### config.mk
export PLATFORM = sky130hd
export DESIGN_NAME = hmc_stuffer
export DESIGN_NICKNAME = d
export VERILOG_FILES = /design/src/rtl/hmc_pkg.sv /design/src/rtl/hmc_seq.sv /design/src/rtl/hmc_slot.sv /design/src/rtl/hmc_late_flag.sv /design/src/rtl/hmc_stuffer.sv
export SDC_FILE = /design/constraint.sdc
export NUM_CORES = 1
export LEC_CHECK = 0
export BUFFER_PORTS_ARGS = -buffer_cell sky130_fd_sc_hd__buf_4
export CAP_MARGIN = 10
export CORE_ASPECT_RATIO = 1.1
export CORE_MARGIN = 3
export CORE_UTILIZATION = 56
export DETAILED_ROUTE_END_ITERATION = 7
export GPL_ROUTABILITY_DRIVEN = 0
export PLACE_DENSITY_LB_ADDON = 0.12
export SLEW_MARGIN = 15
export SYNTH_ARGS = -nofsm -noshare
export SYNTH_HDL_FRONTEND = slang
export SYNTH_HIERARCHICAL = 1
export SYNTH_SLANG_ARGS = --single-unit
### constraint.sdc
create_clock -name clk -period 2.03 [get_ports clk]
set_clock_uncertainty 0.2 [all_clocks]
set_input_delay 0.3045 -clock clk [delete_from_list [all_inputs] [get_ports clk]]
set_output_delay 0.3045 -clock clk [all_outputs]
set_load 0.01 [all_outputs]
### src/rtl/hmc_pkg.sv
package hmc_pkg;
   typedef enum logic [1:0] {
      SEQ_IDLE = 2'd0,
      SEQ_WAIT = 2'd1,
      SEQ_RUN  = 2'd2
   } seq_state_e;
endpackage

### src/rtl/hmc_seq.sv
// Shared motion sequencer: waits for phase-2, then steps the compare
// counter from all-ones down to zero, one step per phase-2 pulse.
module hmc_seq
   import hmc_pkg::*;
#(
   parameter int CNT_W = 4
) (
   input  logic             clk,
   input  logic             rst_n,
   input  logic             ph2_i,
   input  logic             go_i,
   output logic [CNT_W-1:0] cnt_o,
   output logic             arm_o
);
   localparam logic [CNT_W-1:0] CNT_TOP = {CNT_W{1'b1}};
   localparam logic [CNT_W-1:0] CNT_ONE = {{(CNT_W-1){1'b0}}, 1'b1};

   seq_state_e       state_q;
   logic [CNT_W-1:0] cnt_q;

   assign cnt_o = cnt_q;
   assign arm_o = ph2_i && (state_q == SEQ_WAIT) && !go_i;

   always_ff @(posedge clk) begin
      if (!rst_n) begin
         state_q <= SEQ_IDLE;
         cnt_q   <= CNT_TOP;
      end else if (go_i) begin
         state_q <= SEQ_WAIT;
      end else if (ph2_i) begin
         unique case (state_q)
            SEQ_WAIT: begin
               state_q <= SEQ_RUN;
               cnt_q   <= CNT_TOP;
            end
            SEQ_RUN: begin
               if (cnt_q == '0) begin
                  state_q <= SEQ_IDLE;
                  cnt_q   <= CNT_TOP;
               end else begin
                  cnt_q <= cnt_q - CNT_ONE;
               end
            end
            default: state_q <= SEQ_IDLE;
         endcase
      end
   end
endmodule

### src/rtl/hmc_slot.sv
// One object's motion store, pending-motion latch and mismatch comparator.
module hmc_slot #(
   parameter int CNT_W   = 4,
   parameter bit INV_MSB = 1'b1
) (
   input  logic             clk,
   input  logic             rst_n,
   input  logic             ph1_i,
   input  logic             arm_i,
   input  logic             clr_i,
   input  logic             wr_i,
   input  logic [CNT_W-1:0] nib_i,
   input  logic [CNT_W-1:0] cnt_i,
   output logic             stuff_o
);
   localparam logic [CNT_W-1:0] MSB_MASK = {1'b1, {(CNT_W-1){1'b0}}};
   localparam logic [CNT_W-1:0] CLR_VAL  = INV_MSB ? MSB_MASK : '0;

   logic [CNT_W-1:0] enc;
   logic [CNT_W-1:0] val_q;
   logic             more_q;
   logic             hit;

   generate
      if (INV_MSB) begin : g_inv
         assign enc = nib_i ^ MSB_MASK;
      end else begin : g_plain
         assign enc = nib_i;
      end
   endgenerate

   // stop when no stored bit agrees with the counter bit
   assign hit     = &(val_q ^ cnt_i);
   assign stuff_o = ph1_i && more_q && !hit;

   always_ff @(posedge clk) begin
      if (!rst_n) begin
         val_q <= CLR_VAL;
      end else if (wr_i) begin
         val_q <= enc;
      end else if (clr_i) begin
         val_q <= CLR_VAL;
      end
   end

   always_ff @(posedge clk) begin
      if (!rst_n) begin
         more_q <= 1'b0;
      end else if (arm_i) begin
         more_q <= 1'b1;
      end else if (ph1_i && hit) begin
         more_q <= 1'b0;
      end
   end
endmodule

### src/rtl/hmc_late_flag.sv
// Late-blank flag: set by the motion strobe, dropped on line wrap.
module hmc_late_flag (
   input  logic clk,
   input  logic rst_n,
   input  logic set_i,
   input  logic wrap_i,
   output logic flag_o
);
   always_ff @(posedge clk) begin
      if (!rst_n)      flag_o <= 1'b0;
      else if (set_i)  flag_o <= 1'b1;
      else if (wrap_i) flag_o <= 1'b0;
   end
endmodule

### src/rtl/hmc_stuffer.sv
module hmc_stuffer #(
   parameter int NUM_OBJ = 5,
   parameter int CNT_W   = 4,
   parameter bit INV_MSB = 1'b1
) (
   input  logic               clk,
   input  logic               rst_n,
   input  logic               ph1_i,
   input  logic               ph2_i,
   input  logic               move_i,
   input  logic               clr_i,
   input  logic [NUM_OBJ-1:0] wr_en_i,
   input  logic [CNT_W-1:0]   wr_motion_i,
   input  logic               line_wrap_i,
   output logic [NUM_OBJ-1:0] stuff_o,
   output logic               hm_late_o
);
   generate
      if (NUM_OBJ < 1) begin : g_bad_obj
         $error("hmc_stuffer: NUM_OBJ must be at least 1");
      end
      if (CNT_W < 2 || CNT_W > 8) begin : g_bad_cnt
         $error("hmc_stuffer: CNT_W must lie in 2..8");
      end
   endgenerate

   logic [CNT_W-1:0] cnt;
   logic             arm;

   hmc_seq #(.CNT_W(CNT_W)) u_seq (
      .clk   (clk),
      .rst_n (rst_n),
      .ph2_i (ph2_i),
      .go_i  (move_i),
      .cnt_o (cnt),
      .arm_o (arm)
   );

   for (genvar g = 0; g < NUM_OBJ; g++) begin : g_obj
      hmc_slot #(.CNT_W(CNT_W), .INV_MSB(INV_MSB)) u_slot (
         .clk     (clk),
         .rst_n   (rst_n),
         .ph1_i   (ph1_i),
         .arm_i   (arm),
         .clr_i   (clr_i),
         .wr_i    (wr_en_i[g]),
         .nib_i   (wr_motion_i),
         .cnt_i   (cnt),
         .stuff_o (stuff_o[g])
      );
   end

   hmc_late_flag u_flag (
      .clk    (clk),
      .rst_n  (rst_n),
      .set_i  (move_i),
      .wrap_i (line_wrap_i),
      .flag_o (hm_late_o)
   );
endmodule

* Yosys cells after proc, flatten, opt, wreduce, memory -nomap -nowiden
Cells that the tools add are included.
Word-level totals: input port bits 16, output and inout bits 6, register bits after elaboration 32
Cells by class: reduce and logical (&&, ||, !) cells 46, equality and inequality tests 4, $add $sub $neg 1, mux-type cells 24, bitwise operators 8
Operators by type and width (number):
- 2-to-1 mux 4 bit | 7
- nonzero test 2 bit | 13
- AND reduction 4 bit | 5
- XOR 4 bit | 5
- logical AND 1 bit | 17
- 2-to-1 mux 1 bit | 14
- case mux 4 bit (2 select lines) | 1
- zero test 1 bit | 6
- zero test 4 bit | 1
- case mux 2 bit (2 select lines) | 1
- AND reduction 2 bit | 2
- subtractor 4 x 1 -> 4 bit, second input constant | 1
- != test 3 x 2 -> 1 bit, second input constant | 1
- NOT 1 bit | 3
- AND reduction 3 bit | 1
- equality test 2 x 1 -> 1 bit, second input constant | 1
- equality test 2 bit, second input constant | 1
- 2-to-1 mux 2 bit | 1
- != test 2 x 1 -> 1 bit, second input constant | 1
- OR reduction 2 bit | 1

* Longest topological paths before layout
depth in word-level cells 5, mapped depth 5, depth with buffers taken out 5

* Cells and area by module
Netlist, hierarchy kept.
Modules (own cells, without submodules):
- hmc_slot | cells each 26, sequential area each 100.1 um^2, area each 242.7 um^2, times used 5
- hmc_seq | cells each 39, sequential area each 120.1 um^2, area each 352.8 um^2, times used 1
- hmc_late_flag | cells each 3, sequential area each 20.0 um^2, area each 41.3 um^2, times used 1

* Worst setup path before layout
OpenSTA, ideal clock, no wires.
path type reg2reg, start register u_seq.cnt_q[0], in the netlist u_seq/cnt_o[0], end register u_seq.cnt_q[3], in the netlist u_seq/cnt_o[3], period minus slack after synthesis 1668 ps, path buffers 0, data arrival time 1340 ps, stages on the path, launching flop included 6, required time 1701 ps, slack 362 ps, path through dfxtp_1 -> inv_1 -> ha_1 -> or3b_4 -> nor4bb_1 -> o31ai_2
Between the ends: word-level cells in the longest chain between the ends 3, elaborated cells between the ends (all ways) 4
Ends and longest elaborated chain:
- from (decl) | RTL line hmc_seq.sv:19 | logic [CNT_W-1:0] cnt_q;
- from (signal assigned) | RTL line hmc_seq.sv:41 | cnt_q <= cnt_q - CNT_ONE;
- subtractor 4 x 1 -> 4 bit / zero test 4 bit (equally long branches) | RTL line hmc_seq.sv:41, hmc_seq.sv:37
- 2-to-1 mux 4 bit * | RTL line hmc_seq.sv:37 | if (cnt_q == '0) begin
- case mux 4 bit (2 select lines) * | RTL line hmc_seq.sv:31 | unique case (state_q)
Every way passes the cells marked *; elsewhere a longest branch is shown, timed or not. A chain may end at the register's enable or synchronous reset.

* Worst setup path in the final report
start register u_seq.cnt_q[0], in the netlist u_seq/cnt_o[0], end output stuff_o[3]
Between the ends: word-level cells in the longest chain between the ends 4
Ends and longest elaborated chain:
- XOR 4 bit | RTL line hmc_slot.sv:33 | assign hit = &(val_q ^ cnt_i);
- AND reduction 4 bit | RTL line hmc_slot.sv:33
- zero test 1 bit | RTL line hmc_slot.sv:34 | assign stuff_o = ph1_i && more_q && !hit;
- logical AND 1 bit | RTL line hmc_slot.sv:34
- to (decl) | RTL line hmc_stuffer.sv:15 | output logic [NUM_OBJ-1:0] stuff_o,
Every way passes these cells.

==> impl_metrics.yaml <==
sta:
  finalCriticalPeriod_ps: 1950
  hold_viol: 0
  relSlewSlack_pct: 68.9
  post-route-period-util_pct: 96.3
  setup_tns_ps: 0
  finalSetupViolations: 0
  fmax_mhz: 512
  tightest_slew_ps: 464
  slew_viol_final: 0
  rsz0062_at_grt: "true"
  whs_ps: 49.5
layout:
  drive_gt1_share_pct: 24.1
  n_antenna_cell: 0
  fillers: 197
  syn2layout_area_growth_pct: 20.3
  regArea_um2: 656
  multi_input_area_um2: 942
  fin_cells: 230
  layout.nets: 217
floorplan:
  core_um2: 2620
  die_h_um: 62.2
  floorplan.initialDensity_pct: 61.5
  boundaryPins: 22
  rows: 19
  die_w_um: 57.1
  dieArea_um2: 3550
pwr:
  comb_power_share_pct: 11.0
  p_int_mw: 1.05
  power.switching_mw: 0.313
  switching_share_pct: 22.9
  power_frac_clock_pct: 39.9
  seqPwrFrac_pct: 49.0
  p_per_area_nw_per_um2: 705
  p_leak_nw: 0.767
  ir_drop_mv: 0.702
grt:
  grt_use_total_pct: 21.3
  antenna_found_initial: 0
  grt_pass1_wl_um: 5890
  grt_remaining_overflow: 0
  grt_pass1_vias: 1249
  grt_max_degree: 34
clock_network:
  numCtsBuffers: 5
  clkSinkCount: 32
  cts_tree: "done"
  clock_path_buffers: 2
  ctsHtreeMaxLevel: 2
  clock_latency_ps: 330
  clk_pin_slew_ps: 100
  cts-root-buf: "clkbuf_4"
outcome:
  outcome: "finished clean"
route:
  num_vias: 1300
  wl_um: 3460
  wl_met2_um: 1600
  via_per_inst: 5.65
  wl_met3_um: 226
  drt-met1-wl_um: 1560
  dr.pass1.iters: 4
  wl_per_cell_um: 15.0
  drc: 0
  first_iter_violations: 40
  drtAntennaViolNets: 0
  routed.top_layer: "met4"
placement:
  portBuffers: 21
  place_inst: 219
  dpl.hpwl_um: 2390
logic_synthesis:
  yosysWarnings: 6
  syn_area_um2: 1610
  synth_cell_types: 30
  synth_nets: 191
  syn_inst: 172
  ys_seq_area_share_pct: 39.8
  ys_seq_elements: 32
  syn_area_per_cell_um2: 9.35
flow_run:
  maxCapViolCount: 0
worst_setup_path:
  cp_max_fo: 6
  crit_path_end_kind: "output pin"
  required_ps: 1530
  path_class: "reg2out"
  startpoint_type: "flop"
  worstPathArrival_ps: 1450
  ff2ff_setup_slack_ps: 100
hold_path:
  hp-class: "in2reg"
[sequential cells by signal, summed over array words and instances, names as in the netlist]
| register | count |
|---|---|
| u_seq/state_q | 2 |
| u_seq/cnt_o | 4 |
| g_obj.u_slot/more_q | 5 |
| u_flag/flag_o | 1 |
| g_obj.u_slot/val_q | 20 |
[power by group through the flow]
stage	registers [mW]	clock network [mW]	logic [mW]
global route	0.671	0.587	0.169
floorplan	0.682	0	0.0850
global placement	0.687	0	0.140
CTS	0.673	0.555	0.148
finish	0.668	0.544	0.150
detailed placement	0.688	0	0.146
[final timing paths]
| check | endpoint | start | cells after the start |
|---|---|---|---|
| setup / recovery | stuff_o[3] | u_seq/cnt_o[0]$_SDFFE_PN1P_ | 4 |
| hold / removal | g_obj[0].u_slot/val_q[3]$_SDFFE_PN1P_ | wr_en_i[0] | 3 |
| setup reg to reg | u_seq/state_q[1]$_SDFFE_PP0P_ | u_seq/cnt_o[0]$_SDFFE_PN1P_ | 6 |
| hold reg to reg | u_seq/state_q[0]$_SDFFE_PN0P_ | u_seq/state_q[0]$_SDFFE_PN0P_ | 2 |
[cells in the final DEF (no fill, tap or decap), types with 6 or more instances in the layout]
cell	instances
dfxtp_1	28
buf_4	22
nor3b_1	15
xor2_1	18
nor2b_1	16
a21oi_1	16
nand2b_1	6
nand2_1	14
[area by class of cell]
class                   instances  share of cell area, %
multi-input cells             131                   48.7
flip-flops and latches         32                   33.9
repair buffers                 24                   9.70
inverters                       4                  0.776
clock inverters                 1                   1.55
well taps                      31                   2.01
clock buffers                   7                   3.36
[timing repair]
| action | 4_1_cts | 5_1_grt |
|---|---|---|
| setup endpoints to repair | 5 | 5 |
| buffers inserted | 0 | 2 |
| hold buffers | 1 | 0 |
| endpoints found under the hold margin | 1 | 0 |
| pin swaps | 0 | 1 |
| gates resized for setup | 4 | 6 |
[cell families after synthesis]
kind of cell	after synthesis	share of synthesized area, %
AOI/OAI and AO/OA	33	14.0
xor gates and xnor gates	20	10.9
adders and majority gates	3	2.33
buffers and inverters	9	2.49
DFF	32	39.8
muxes	1	0.623
and+or+nand+nor	74	29.8
[synth_stat cells]
library cell	n	share of area [%]
nor4bb_1	1	0.62
o31ai_1	5	2.3
nand2b_1	6	2.3
and3_2	5	2.3
ha_1	3	2.3
or3b_4	1	0.70
a21boi_2	1	0.70
and3b_1	1	0.54
nor2b_1	16	6.2
nand2_1	14	3.3
mux2i_1	1	0.62
and4_2	2	1.2
o21ai_1	1	0.31
o21a_1	1	0.47
nand4_1	5	1.9
xor2_1	20	11
o21ai_0	3	0.93
buf_2	5	1.6
and3_1	1	0.39
o31ai_2	1	0.78
nor2_1	3	0.70
dfxtp_1	32	40
o221a_1	5	3.5
a21oi_1	16	5.0
inv_1	4	0.93
nor3b_2	1	0.78
and4_1	1	0.54
nor3b_1	15	7.0
nor2b_4	1	0.86
nor3_1	1	0.31
[metal layers]
layer  up-vias  track usage (%)
met3         8             4.97
li1        662                -
met1       586             28.3
met5         -                0
met4         0             11.0
met2        44             31.7
[critical path, stage by stage, from the launching register on]
cell	delay (ps)
dfxtp_4	420
xor2_1	200
nand4_1	140
and3_2	230
buf_4	140
[metrics by stage]
| step | cell area (um2) | power, mW | util (%) | setup WS (ps) |
|---|---|---|---|---|
| floorplan | 1610 | 0.767 | - | 362 |
| global placement | 1780 | 0.827 | 68.0 | 227 |
| detailed placement | 1780 | 0.833 | 68.0 | 166 |
| CTS | 1890 | 1.38 | 72.2 | 4.76 |
| global route | 1930 | 1.43 | 74.0 | -6.26 |
| finish | 1930 | 1.36 | 74.0 | 76.0 |
Note: power is estimated with default switching activity, not from simulation.
